### config.mk
export PLATFORM = sky130hd
export DESIGN_NAME = vl_set_unit
export DESIGN_NICKNAME = d
export VERILOG_FILES = /design/src/rtl/vl_set_unit.sv
export SDC_FILE = /design/constraint.sdc
export NUM_CORES = 1
export LEC_CHECK = 0
export BUFFER_PORTS_ARGS = -buffer_cell sky130_fd_sc_hd__buf_2
export CAP_MARGIN = 10
export CELL_PAD_IN_SITES_DETAIL_PLACEMENT = 2
export CELL_PAD_IN_SITES_GLOBAL_PLACEMENT = 2
export CORE_MARGIN = 1
export CORE_UTILIZATION = 20
export DETAILED_ROUTE_END_ITERATION = 7
export GPL_TIMING_DRIVEN = 1
export HOLD_SLACK_MARGIN = 0.05
export PLACE_DENSITY_LB_ADDON = 0.1
export SLEW_MARGIN = 20
export SYNTH_ARGS = -nofsm -noshare
export SYNTH_HDL_FRONTEND = slang
export SYNTH_SLANG_ARGS = --single-unit
### constraint.sdc
create_clock -name clk -period 4.4 [get_ports clk]
set_input_delay 0.44 -clock clk [delete_from_list [all_inputs] [get_ports clk]]
set_output_delay 0.44 -clock clk [all_outputs]
set_load 0.05 [all_outputs]
### src/rtl/vl_set_unit.sv
module vl_set_unit #(
  parameter int XLEN   = 64,
  parameter int IMM_W  = 5,
  parameter int IDX_W  = 5,
  parameter bit HAS_VL = 1'b1
) (
  input  logic                          clk,
  input  logic                          rst_n,
  input  logic                          op_valid,
  input  logic [IDX_W+IMM_W+1:0]        op_vltyp,
  output logic [IMM_W-1:0]              src_idx,
  input  logic [XLEN-1:0]               src_val,
  output logic [$clog2((1<<IMM_W)+1)-1:0] vl,
  output logic [$clog2((1<<IMM_W)+1)-1:0] maxvl,
  output logic                          wb_valid,
  output logic [IDX_W-1:0]              wb_idx,
  output logic [XLEN-1:0]               wb_data,
  output logic                          illegal
);
  localparam int TYP_W   = IDX_W + IMM_W + 2;
  localparam int MAX_LEN = 1 << IMM_W;
  localparam int LEN_W   = $clog2(MAX_LEN + 1);

  logic             mode_hi, sel;
  logic [IMM_W-1:0] imm;
  logic [IDX_W-1:0] dest;
  logic [LEN_W-1:0] imm_len, reg_len, nxt_vl, nxt_maxvl;
  logic             is_nop, reg_bad, bad_c, apply;

  assign mode_hi = op_vltyp[TYP_W-1];
  assign sel     = op_vltyp[0];
  assign imm     = op_vltyp[IMM_W:1];
  assign dest    = op_vltyp[TYP_W-2 -: IDX_W];
  assign src_idx = imm;
  assign imm_len = LEN_W'(imm) + LEN_W'(1);
  assign is_nop  = (op_vltyp == '0);
  assign reg_bad = !mode_hi && sel && (imm == '0);
  assign bad_c   = !is_nop && (!HAS_VL || reg_bad);
  assign apply   = op_valid && !is_nop && !bad_c;

  always_comb begin
    if (src_val == '0)                  reg_len = LEN_W'(1);
    else if (src_val > XLEN'(maxvl))    reg_len = maxvl;
    else                                reg_len = src_val[LEN_W-1:0];
  end

  always_comb begin
    nxt_vl    = vl;
    nxt_maxvl = maxvl;
    case ({mode_hi, sel})
      2'b00: nxt_vl = imm_len;
      2'b01: nxt_vl = reg_len;
      2'b10: begin nxt_vl = imm_len; nxt_maxvl = imm_len; end
      default: begin
        nxt_maxvl = imm_len;
        nxt_vl    = (vl > imm_len) ? imm_len : vl;
      end
    endcase
  end

  always_ff @(posedge clk) begin
    if (!rst_n) begin
      vl       <= LEN_W'(1);
      maxvl    <= LEN_W'(1);
      wb_valid <= 1'b0;
      wb_idx   <= '0;
      wb_data  <= '0;
      illegal  <= 1'b0;
    end else begin
      illegal  <= op_valid && bad_c;
      wb_valid <= apply && (dest != '0);
      if (apply) begin
        vl      <= nxt_vl;
        maxvl   <= nxt_maxvl;
        wb_idx  <= dest;
        wb_data <= XLEN'(nxt_vl);
      end
    end
  end

  assert_nop_stable_R2: assert property (@(posedge clk) disable iff (!rst_n)
    (op_valid && op_vltyp == '0) |=> ($stable(vl) && $stable(maxvl) && !wb_valid && !illegal));

  assert_reg_in_range_R4: assert property (@(posedge clk) disable iff (!rst_n)
    (op_valid && HAS_VL && !op_vltyp[TYP_W-1] && op_vltyp[0] && op_vltyp[IMM_W:1] != '0)
      |=> (vl >= LEN_W'(1) && vl <= maxvl));

  assert_illegal_frozen_R5: assert property (@(posedge clk) disable iff (!rst_n)
    illegal |-> ($stable(vl) && $stable(maxvl) && !wb_valid));

  assert_clamp_fits_R7: assert property (@(posedge clk) disable iff (!rst_n)
    (op_valid && HAS_VL && op_vltyp[TYP_W-1] && op_vltyp[0]) |=> (vl <= maxvl));

  assert_wb_dest_nonzero_R8: assert property (@(posedge clk) disable iff (!rst_n)
    wb_valid |-> (wb_idx != '0 && wb_data == XLEN'(vl)));

  assert_single_pulse_R9: assert property (@(posedge clk) disable iff (!rst_n)
    !op_valid |=> (!wb_valid && !illegal));

  assert_no_support_R10: assert property (@(posedge clk) disable iff (!rst_n)
    (!HAS_VL && op_valid && op_vltyp != '0) |=> illegal);
endmodule

## Word level (Yosys, flattened, before mapping)

Cells that the tools add are included.

- Bits of input ports: 79
- Word-level logic and storage cells: 34
- Output and inout port bits: 88
- Register bits after elaboration: 25

- Bitwise gates (word level): 1
- Reduce and logical (&&, ||, !) cells: 18
- $add $sub $neg: 1
- Order comparisons: 2
- Eq/ne operators: 2
- Mux-type cells: 4

Operators with widths:

| cell | number |
|---|---|
| greater-than comparator 64 x 6 -> 1 bit | 1 |
| logical NOT 64 bit | 1 |
| two-way mux 6 bit | 3 |
| logical NOT 12 bit | 1 |
| case mux 6 bit (2 select lines) | 1 |
| logical AND 1 bit | 7 |
| adder 5 x 1 -> 6 bit, second input constant | 1 |
| greater-than comparator 6 bit | 1 |
| logical NOT 5 bit | 1 |
| nonzero test 5 bit | 1 |
| OR reduction 2 bit | 2 |
| logical NOT 1 bit | 3 |
| equality test 2 x 1 -> 1 bit, second input constant | 1 |
| equality test 2 bit, second input constant | 1 |
| logical NOT 2 bit | 1 |
| AND reduction 2 bit | 1 |
| inverter 1 bit | 1 |

## Longest topological paths before layout

- Word-level depth: 7
- Mapped depth: 10
- Gate-level depth less buffers: 10

## Least setup slack after synthesis

OpenSTA, ideal clock, no wires.

- Path type: input port to flip-flop
- From: input op_vltyp[1]
- To: register (tool-made name)
- Data required time: 4.316 ns
- Path buffers: 0
- Setup slack: 1.991 ns
- Setup time: 0.084 ns
- Data arrival time: 2.326 ns
- Stages: 10
- Cells stage by stage: ha_1 -> nand3_1 -> xor2_1 -> ha_1 -> and4_1 -> and3_1 -> a311o_1 -> a211oi_2 -> nand2b_1 -> o221ai_1

RTL lines:

| item | line | RTL |
|---|---|---|
| start, declared | 10 | `input logic [IDX_W+IMM_W+1:0] op_vltyp,` |

==> key figures <==
Setup path
  • Cells on worst reg2reg path: 7
  • Setup crit start: op_vltyp[1]
  • WP data required: 4.58 ns
  • CP endpoint kind: flop
  • Cells along the critical path: buf_2 -> and3_1 -> and3_1 -> inv_1 -> ha_1 -> and4_1 -> and3_1 -> a311o_1 -> a211oi_2 -> nand2b_1 -> o221ai_1
  • Crit-path slowest cell: a211oi_2
  • CP startpoint kind: primary input
  • Crit path top cell by count: and3_1
  • CP Data Arrival Time: 2.77 ns
  • Worst R2R Setup Slack: 2.26 ns
  • CP peak stage delay: 0.43 ns
  • CP max FO: 8
  • Crit Path Class: in -> reg

Global routing
  • Gr usage total: 12.9%
  • Aggregate global routing overflow: 0
  • Vias in the first global route: 1,939
  • Pin count of the biggest net entering global routing: 13
  • Global-route wire length before repair: 10,300 um
  • Initial antenna violation count: 0

Detailed routing
  • DR vias: 1,906
  • Avg WL per Cell: 14.0 um
  • Vias per inst: 4.05
  • First DRT Iteration DRCs: 45
  • Routed Antenna Nets: 0
  • Total Wirelength: 6600 um
  • DR pass1 iterations: 3
  • Drt drc: 0

Timing
  • Crit share post-route: 58.9%
  • Final setup viols: 0
  • FMAX: 386 MHz
  • Final Critical Period: 2.59 ns
  • Setup TNS: 0 ns
  • Skew final: 0.00873 ns
  • Slew Viols, Final: 0
  • Slew @ Worst Pin: 0.517 ns
  • Fin Hold WS: 0.421 ns
  • Final hold viol count: 0
  • RSZ-0062 raised after global routing: false
  • Worst slew margin: 65.5%

Finish
  • Share of cells above drive strength 1: 34.8%
  • Net count, final: 436
  • Area Overhead vs Synth: 22.9%
  • Ant. Diodes: 0
  • Util after Layout: 25.9%

Pwr
  • Flop pwr share: 30.7%
  • Switching part of the total power: 48.2%
  • Comb power frac: 47.3%
  • Total Power: 0.667 mW
  • P_sw: 0.321 mW
  • Clk pwr share: 22.0%
  • Leak pwr: 1.27 nW
  • Internal Power: 0.346 mW
  • VDD IR-drop max: 0.123 mV
  • Cell Pwr Density: 274 nW/um^2

Logic synthesis
  • Yosys reg bits: 20
  • Post-synth top area share: 25.8%
  • Async SR Flop Fraction: 0%
  • Syn_area_per_cell: 8.16 um^2
  • Ys Warns: 0
  • Synth Flop Type: dfxtp_1
  • Synth top area cells: buf_4, dfxtp_1, ha_1
  • Yosys top cell by area: buf_4
  • Cell count after synthesis: 243
  • Unique masters post-synth: 44
  • Seq/Total Area, Yosys: 20.2%
  • EDFF count, synth: 0
  • Area of the mapped netlist: 1980 um^2

Floorplanning
  • Die area: 10,300 um^2
  • Std-Cell Rows: 35
  • Die H: 102 um
  • I/O pin count: 167
  • Chip width: 102 um
  • Core area: 9420 um^2
  • Initial Utilization: 21.0%

Run
  • Max-Cap Viols: 0

CTS
  • Max clock buf depth: 2
  • Clk root buf: clkbuf_8
  • Clock Sinks: 20
  • CTS tree: yes
  • H-tree levels: 1
  • TritonCTS Buffers: 3
  • Worst skew pair latency: 0.26 ns
  • Post-CTS setup buffers: 0
  • Resize count post-CTS: 0
  • CTS Hold Bufs: 0
  • Clock-pin slew on the worst setup and hold paths: 0.09 ns

Place
  • Post-DP HPWL: 5920 um
  • Final Wtd Congestion: 0.725
  • Port buffer count: 108

Outcome
  • Status: complete, no violations

Min path
  • Hold WC Path Type: in -> reg
-- metrics by stage --
stage	area, um^2	worst slack, ns	cells
final	2430	1.81	471
after global routing	2430	1.55	471
after CTS	2430	1.76	471
after detailed placement	2380	1.50	467
after global placement	2380	1.54	467
after floorplan	2200	1.99	300
-- power by group through the flow --
stage                     logic (mW)  clock network [mW]  registers (mW)
after global placement         0.313                   0           0.210
after detailed placement       0.318                   0           0.210
after floorplan                0.242                   0           0.249
after global routing           0.339               0.158           0.208
final                          0.315               0.147           0.205
after CTS                      0.318               0.151           0.206
-- critical path, delay by kind of cell --
kind	cells	cell delay [ns]
buf+inv	2	0.21
fa+ha+maj	1	0.31
simple gates	5	0.96
compound gates	3	0.86
-- cells in the mapped netlist (all sizes together) (5+ instances only) --
cell / count
mux2i: 10
nand2: 14
nor2: 14
o21ai: 5
inv: 18
buf: 68
o221ai: 5
nor4: 15
dfxtp: 20
a21oi: 6
nand4: 5
ha: 14
-- cells by family (layout without fill, tap and decap cells) --
family,Yosys count,after routing,synth area share (%)
buffers and inverters,88,130,29.5
and+or+nand+nor,75,75,22.3
AOI/OAI and AO/OA,32,32,12.6
DFF,20,20,20.2
adders and majority gates,14,14,8.84
muxes,10,10,5.05
xor gates and xnor gates,3,3,1.33
other,1,58,0.189
-- layer usage --
metal / vias up / global-route usage, % / part of all wire (%)
li1: 930 / - / -
met1: 905 / 15.7 / 42
met2: 69 / 23.6 / 51
met3: 2 / 2.90 / 6.1
met4: 0 / 1.34 / 0.36
met5: - / 0 / 0
-- cell type report --
| cell class | instances | area [um^2] |
|---|---|---|
| Timing Repair Buffer | 108 | 541 |
| Clock buffer | 4 | 55.1 |
| Inverter | 18 | 67.6 |
| Tap cell | 129 | 161 |
| Sequential cell | 20 | 400 |
| Fill cell | 1153 | 6980 |
| Multi-Input combinational cell | 192 | 1210 |
-- placed cells by master, fill, tap and decap left out, types with 4 or more instances in the layout --
cell / count
ha_1: 14
nand4_1: 5
inv_1: 18
nand2_1: 14
buf_2: 108
mux2i_1: 10
o221ai_1: 5
dfxtp_1: 20
nor2_1: 14
nor4_1: 13
clkbuf_8: 4
conb_1: 58
or4_1: 4
a21oi_1: 6
-- worst min path at each step --
stage           startpoint  slack (ns)  cells after the start   endpoint
2_1_floorplan        rst_n        0.53                      1   maxvl[0]
3_3_place_gp     wb_idx[0]        0.48                      2  wb_idx[0]
3_5_place_dp     wb_idx[0]        0.49                      2  wb_idx[0]
4_1_cts        op_vltyp[9]        0.42                      3  wb_idx[3]
5_1_grt        op_vltyp[9]        0.44                      3  wb_idx[3]
6_report       op_vltyp[7]        0.42                      3  wb_idx[1]
(Power assumes the default switching activity.)
